[src/rtl/gpio_res_pkg.sv]
package gpio_res_pkg;
  localparam int CFG_W = 11;

  typedef struct packed {
    logic [2:0] drv;
    logic [3:0] rsvd;
    logic [1:0] pull;
    logic       disc;
    logic       dir;
  } pin_cfg_t;

  localparam logic [1:0] PULL_DN = 2'd1;
  localparam logic [1:0] PULL_UP = 2'd3;

  // Drive mode decides whether the driver is attached for a given level
  function automatic logic drv_connects(input logic [2:0] code, input logic lvl);
    case (code[2:1])
      2'b10:   return lvl;
      2'b11:   return !lvl;
      default: return 1'b1;
    endcase
  endfunction
endpackage

[src/rtl/gpio_pin_resolve.sv]
module gpio_pin_resolve
  import gpio_res_pkg::*;
(
  input  pin_cfg_t cfg,
  input  logic     out_bit,
  input  logic     ext_vld,
  input  logic     ext_lvl,
  output logic     oe,
  output logic     lvl,
  output logic     in_bit,
  output logic     short_bit
);
  logic int_on;
  logic pull_en;
  logic pull_lvl;
  logic pull_act;

  always_comb begin
    int_on    = cfg.dir & drv_connects(cfg.drv, out_bit);
    pull_en   = (cfg.pull == PULL_DN) || (cfg.pull == PULL_UP);
    pull_lvl  = (cfg.pull == PULL_UP);
    pull_act  = pull_en & ~ext_vld & ~int_on;
    oe        = int_on | pull_act;
    lvl       = int_on ? out_bit : (pull_act & pull_lvl);
    if (cfg.disc)
      in_bit = pull_lvl;
    else if (!ext_vld && oe)
      in_bit = lvl;
    else
      in_bit = ext_lvl;
    short_bit = int_on & ext_vld & (out_bit != ext_lvl);
  end
endmodule

[src/rtl/gpio_pad_regs.sv]
module gpio_pad_regs #(
  parameter int NUM_PINS = 32
) (
  input  logic                clk,
  input  logic                rst,
  input  logic [NUM_PINS-1:0] d_oe,
  input  logic [NUM_PINS-1:0] d_lvl,
  input  logic [NUM_PINS-1:0] d_in,
  input  logic [NUM_PINS-1:0] d_short,
  output logic [NUM_PINS-1:0] q_oe,
  output logic [NUM_PINS-1:0] q_lvl,
  output logic [NUM_PINS-1:0] q_in,
  output logic [NUM_PINS-1:0] q_short,
  output logic [NUM_PINS-1:0] q_chg
);
  // The registered pad state doubles as the record of the previous state
  always_ff @(posedge clk) begin
    if (rst) begin
      q_oe    <= '0;
      q_lvl   <= '0;
      q_in    <= '0;
      q_short <= '0;
      q_chg   <= '0;
    end else begin
      q_oe    <= d_oe;
      q_lvl   <= d_lvl;
      q_in    <= d_in;
      q_short <= d_short;
      q_chg   <= (d_oe ^ q_oe) | (d_lvl ^ q_lvl);
    end
  end
endmodule

[src/rtl/gpio_drive_resolve.sv]
module gpio_drive_resolve
  import gpio_res_pkg::*;
#(
  parameter int NUM_PINS = 32
) (
  input  logic                      clk,
  input  logic                      rst,
  input  logic [NUM_PINS-1:0]       out_latch_i,
  input  logic [NUM_PINS*CFG_W-1:0] cfg_i,
  input  logic [NUM_PINS-1:0]       ext_vld_i,
  input  logic [NUM_PINS-1:0]       ext_lvl_i,
  output logic [NUM_PINS-1:0]       in_o,
  output logic [NUM_PINS-1:0]       pad_oe_o,
  output logic [NUM_PINS-1:0]       pad_lvl_o,
  output logic [NUM_PINS-1:0]       short_o,
  output logic [NUM_PINS-1:0]       chg_o
);
  logic [NUM_PINS-1:0] oe_c, lvl_c, in_c, short_c;

  for (genvar p = 0; p < NUM_PINS; p++) begin : g_pin
    gpio_pin_resolve u_pin (
      .cfg      (pin_cfg_t'(cfg_i[p*CFG_W +: CFG_W])),
      .out_bit  (out_latch_i[p]),
      .ext_vld  (ext_vld_i[p]),
      .ext_lvl  (ext_lvl_i[p]),
      .oe       (oe_c[p]),
      .lvl      (lvl_c[p]),
      .in_bit   (in_c[p]),
      .short_bit(short_c[p])
    );
  end

  gpio_pad_regs #(.NUM_PINS(NUM_PINS)) u_regs (
    .clk    (clk),
    .rst    (rst),
    .d_oe   (oe_c),
    .d_lvl  (lvl_c),
    .d_in   (in_c),
    .d_short(short_c),
    .q_oe   (pad_oe_o),
    .q_lvl  (pad_lvl_o),
    .q_in   (in_o),
    .q_short(short_o),
    .q_chg  (chg_o)
  );
endmodule

[config.mk]
export PLATFORM = sky130hd
export DESIGN_NAME = gpio_drive_resolve
export DESIGN_NICKNAME = d
export VERILOG_FILES = /design/src/rtl/gpio_res_pkg.sv /design/src/rtl/gpio_pin_resolve.sv /design/src/rtl/gpio_pad_regs.sv /design/src/rtl/gpio_drive_resolve.sv
export SDC_FILE = /design/constraint.sdc
export NUM_CORES = 1
export LEC_CHECK = 0
export BUFFER_PORTS_ARGS = -buffer_cell sky130_fd_sc_hd__buf_4
export CAP_MARGIN = 15
export CORE_AREA = 5 5 232 234
export DETAILED_ROUTE_END_ITERATION = 10
export DIE_AREA = 0 0 237 239
export PLACE_DENSITY = 0.38
export SYNTH_ARGS = -nofsm -noshare
export SYNTH_HDL_FRONTEND = slang
export SYNTH_SLANG_ARGS = --single-unit
[constraint.sdc]
create_clock -name clk -period 1.5 [get_ports clk]
set_input_delay 0.225 -clock clk [delete_from_list [all_inputs] [get_ports clk]]
set_output_delay 0.225 -clock clk [all_outputs]
set_load 0.02 [all_outputs]
==> results.txt <==
The fraction of power spent switching nets was 0.308; the wire length of the first global-routing pass was 61800 um. The number of nets in the synthesized netlist is 1585. The fraction of final layout cells sized beyond drive strength 1 was 0.351; the sequential group share of total power was 0.356. The worst setup path is launched from an input port.

The floorplan has 84 rows. In this run the number of H-tree levels came out at 4. The first routing iteration left 364 violations. The launch point of the worst path was cfg_i[266].

The final hold slack came out at 59.3 ps. For the iteration count of the initial detailed-routing pass, the log shows 4. Static timing analysis puts the maximum clock frequency at 668 MHz.

Walking the worst path, the cells encountered are dlygate4sd3_1 > buf_4 > nand3b_1 > o211ai_1 > or4_1 > o211a_1. From synthesis to final layout, the design area changed by 67.9%. STA classifies the critical path endpoint as a register.

The share of the cycle needed by the critical path after routing was 0.999. The detailed router placed 10500 vias in this run. The logs give 0.00939 mm2 for the area of the mapped netlist and 40 for the post-synthesis cell type count. The proportion of power drawn by combinational gates is 0.291.

The standby leakage power came out at 7.01 nW. The post-CTS clock slew at the launch and capture registers of the worst setup and hold paths works out to 70 ps. The number of nets in the layout came out at 2199. After synthesis, the mean cell area works out to 8.28 um2. The worst ir drop on vdd was 0.000693 V. The run gives 0 as the total number of yosys warnings.

The category of the critical setup timing path is input port to register. The tools report the number of max-slew violations in the final report as 0. The overall power was 13.3 mW.

Across the run, the number of max-cap violations was 0. The time the final worst path needs with I/O delays and setup was 1500 ps; the clock latency at the later pin of the worst-skew pair was 470 ps. The post-detailed-route count of antenna-violating nets was 0; the initial core utilization was 0.181. The tools report the final sum of negative setup slack as 0 ps. The cell family contributing the most delay on the critical path is buffers and inverters. STA puts the critical path data arrival time at 1860 ps. The total routing usage reported by global routing came out at 0.140. Worst flop-to-flop path endpoint: u_regs.q_chg[10]$_SDFF_PP0_. For the pin with the worst max-slew slack, the measured transition is 504 ps. Data on the critical path is required at its endpoint by 1860 ps. The vertical die dimension was 239 um. The tools report the number of hold-slack violations in the final timing report as 0. Destination of the critical timing path: u_regs.q_in[24]$_SDFF_PP0_. The tools report the post-route clock skew as 6.42 ps.

TritonCTS created 17 clock buffers. In this run the critical register-to-register path is launched from u_regs.q_lvl[10]$_SDFF_PP0_. The logs give 33400 um for the half-perimeter wire length of the detailed placement result and 0 for the number of setup violations in the final report. The via count normalized by instance count came out at 4.30. In this run the horizontal extent of the chip is 237 um. The number of cells on the worst reg-to-reg path is 4. The synthesized design contains 160 register bits. The tools report the clock net sink count as 160. TritonCTS built the clock tree. The worst relative slew slack was 0.655. Most used flip-flop cell after synthesis: dfxtp_1. The number of primary I/O pins was 610; the worst-case register-to-register setup slack was 370 ps. The flow ran to the end, and the final reports show no timing, DRC or antenna violations. After detailed routing, the number of remaining DRC violations is 0. After routing the design area is 0.0158 mm2. In the final routed layout, each cell accounts on average for 16.7 um. Entering global routing, the biggest net connects 38 pins. For the internal power of the cells, the log shows 9.23 mW.

The sequential area share after synthesis came out at 0.341. The full die area was 0.0566 mm2; the synthesized instance count was 1135. Counting along the longest clock path gives a buffer depth of 2.

For the number of global-route vias before repair, the log shows 10600. The largest stage delay on the critical path was 550 ps. The routability congestion estimate was 0.845; the power per cell area was 846 mW/mm2. Area of placed instances: 0.0139 mm2.

Along the worst path, the maximum fanout reaches 3. Slowest cell on the critical path: dlygate4sd3_1. The count of buffers added on input and output ports is 449. The tools report the power spent charging and discharging nets as 4.11 mW. The tools report the root buffer cell as clkbuf_16. Summed over all layers, the routed wires come to 40800 um. Path type of the worst min-delay path: input port to register.

The relative contribution of the clock network to total power was 0.353. The share of async-settable or async-resettable flops after synthesis is 0, and the core area is 0.0518 mm2. Yosys mapped a number of flops with a built-in enable equal to 0. In this run the number of cells on the critical path is 6.

The residual overflow from global routing was 0; the initial antenna violation count was 4. The number of buffer and inverter stages on the critical path works out to 2.
## logic make-up after synthesis
logic type / after synthesis / share of synthesized area
simple gates: 394 / 0.232
compound gates: 320 / 0.270
buf+inv: 169 / 0.0685
flops: 160 / 0.341
xor+xnor: 92 / 0.0882
## cell usage in the layout, fill, tap and decap left out, drive strengths merged, types with 3 or more instances in the layout
| cell type | n |
|---|---|
| a311oi | 26 |
| nand2 | 36 |
| dfxtp | 160 |
| xnor2 | 56 |
| o221a | 28 |
| nand2b | 86 |
| o211a | 3 |
| buf | 497 |
| bufinv | 3 |
| or3 | 31 |
| a21oi | 35 |
| or4 | 3 |
| inv | 152 |
| dlygate4sd3 | 116 |
| nor2 | 130 |
| a2111oi | 26 |
| o21ai | 70 |
| clkbuf | 23 |
| nor4 | 3 |
| a31oi | 32 |
| nand3b | 88 |
| o21ba | 28 |
| a21boi | 4 |
| clkinvlp | 3 |
| xor2 | 36 |
| a221oi | 33 |
| o211ai | 29 |
| nor2b | 7 |
## power groups by stage
stage                     Combinational (mW)  Sequential, mW  Clock, mW
after global placement                  3.64            4.84          0
final                                   3.89            4.74       4.71
after global routing                    4.25            4.78       5.12
after CTS                               3.88            4.75       5.01
after detailed placement                3.64            4.85          0
after floorplan                         1.29            5.22          0
## per-layer routing
metal	global-route usage	routed length, um	part of all wire	vias to the layer above
met3	0.0666	3990	0.098	41
met4	0.0437	772	0.019	6
met1	0.174	18000	0.44	4887
li1	-	-	-	5282
met2	0.215	18000	0.44	331
met5	0	41	0.0010	-
## layout make-up
class	instances	area [um2]
fill	5564	36000
multi-input combinational	806	5620
timing repair buffer	613	4920
sequential	160	3200
tap	688	861
inverter	151	567
clock buffer	23	468
clock inverter	9	131
antenna	1	2.50
## worst min path at each step
stage | cells past startpoint | slack (ps) | start | endpoint
after floorplan | 1 | 340 | cfg_i[10] | u_regs.q_short[0]$_SDFF_PP0_
after global placement | 2 | 430 | cfg_i[287] | u_regs.q_in[26]$_SDFF_PP0_
after detailed placement | 2 | 430 | cfg_i[287] | u_regs.q_in[26]$_SDFF_PP0_
after CTS | 3 | 4 | ext_vld_i[1] | u_regs.q_short[1]$_SDFF_PP0_
after global routing | 3 | 40 | cfg_i[319] | u_regs.q_oe[29]$_SDFF_PP0_
final | 4 | 60 | ext_vld_i[19] | u_regs.q_oe[19]$_SDFF_PP0_
## worst min-delay path, stage by stage
cell and delay, ps:
buf_4 100, nor2_1 60, nor2_1 80, nor2_1 40
## metrics by stage
step / setup slack [ps] / utilization / std cells
floorplan: 258 / - / 1135
global placement: 38.8 / 0.268 / 2298
detailed placement: 33.7 / 0.268 / 2298
CTS: 24.5 / 0.302 / 2446
global route: -21.5 / 0.304 / 2451
finish: 2.22 / 0.304 / 2451
## cells in the mapped netlist, types with 19 or more instances
cell       count  area (um2)
a2111oi_0     26         228
a21oi_1       35         175
a221oi_1      30         263
a311oi_2      19         285
a31oi_1       32         200
dfxtp_1      160        3200
inv_1        151         567
nand2_1       36         135
nand2b_1      86         538
nand3b_1      88         661
nor2_1       130         488
o211ai_1      29         218
o21ai_0       69         345
o21ba_2       28         280
o221a_2       28         315
or3_1         31         194
xnor2_1       56         490
xor2_1        33         289
## sequential cells by signal (all words and copies together) (netlist names)
signal,cells
u_regs.q_chg,32
u_regs.q_lvl,32
u_regs.q_short,32
u_regs.q_oe,32
u_regs.q_in,32
## what timing repair did
action / CTS / global route
buffers inserted: 0 / 4
setup endpoints to repair: 0 / 18
gates resized for setup: 0 / 21
hold buffers: 116 / 0
endpoints found under the hold margin: 63 / 0
Power figures use the tool's default switching activity.
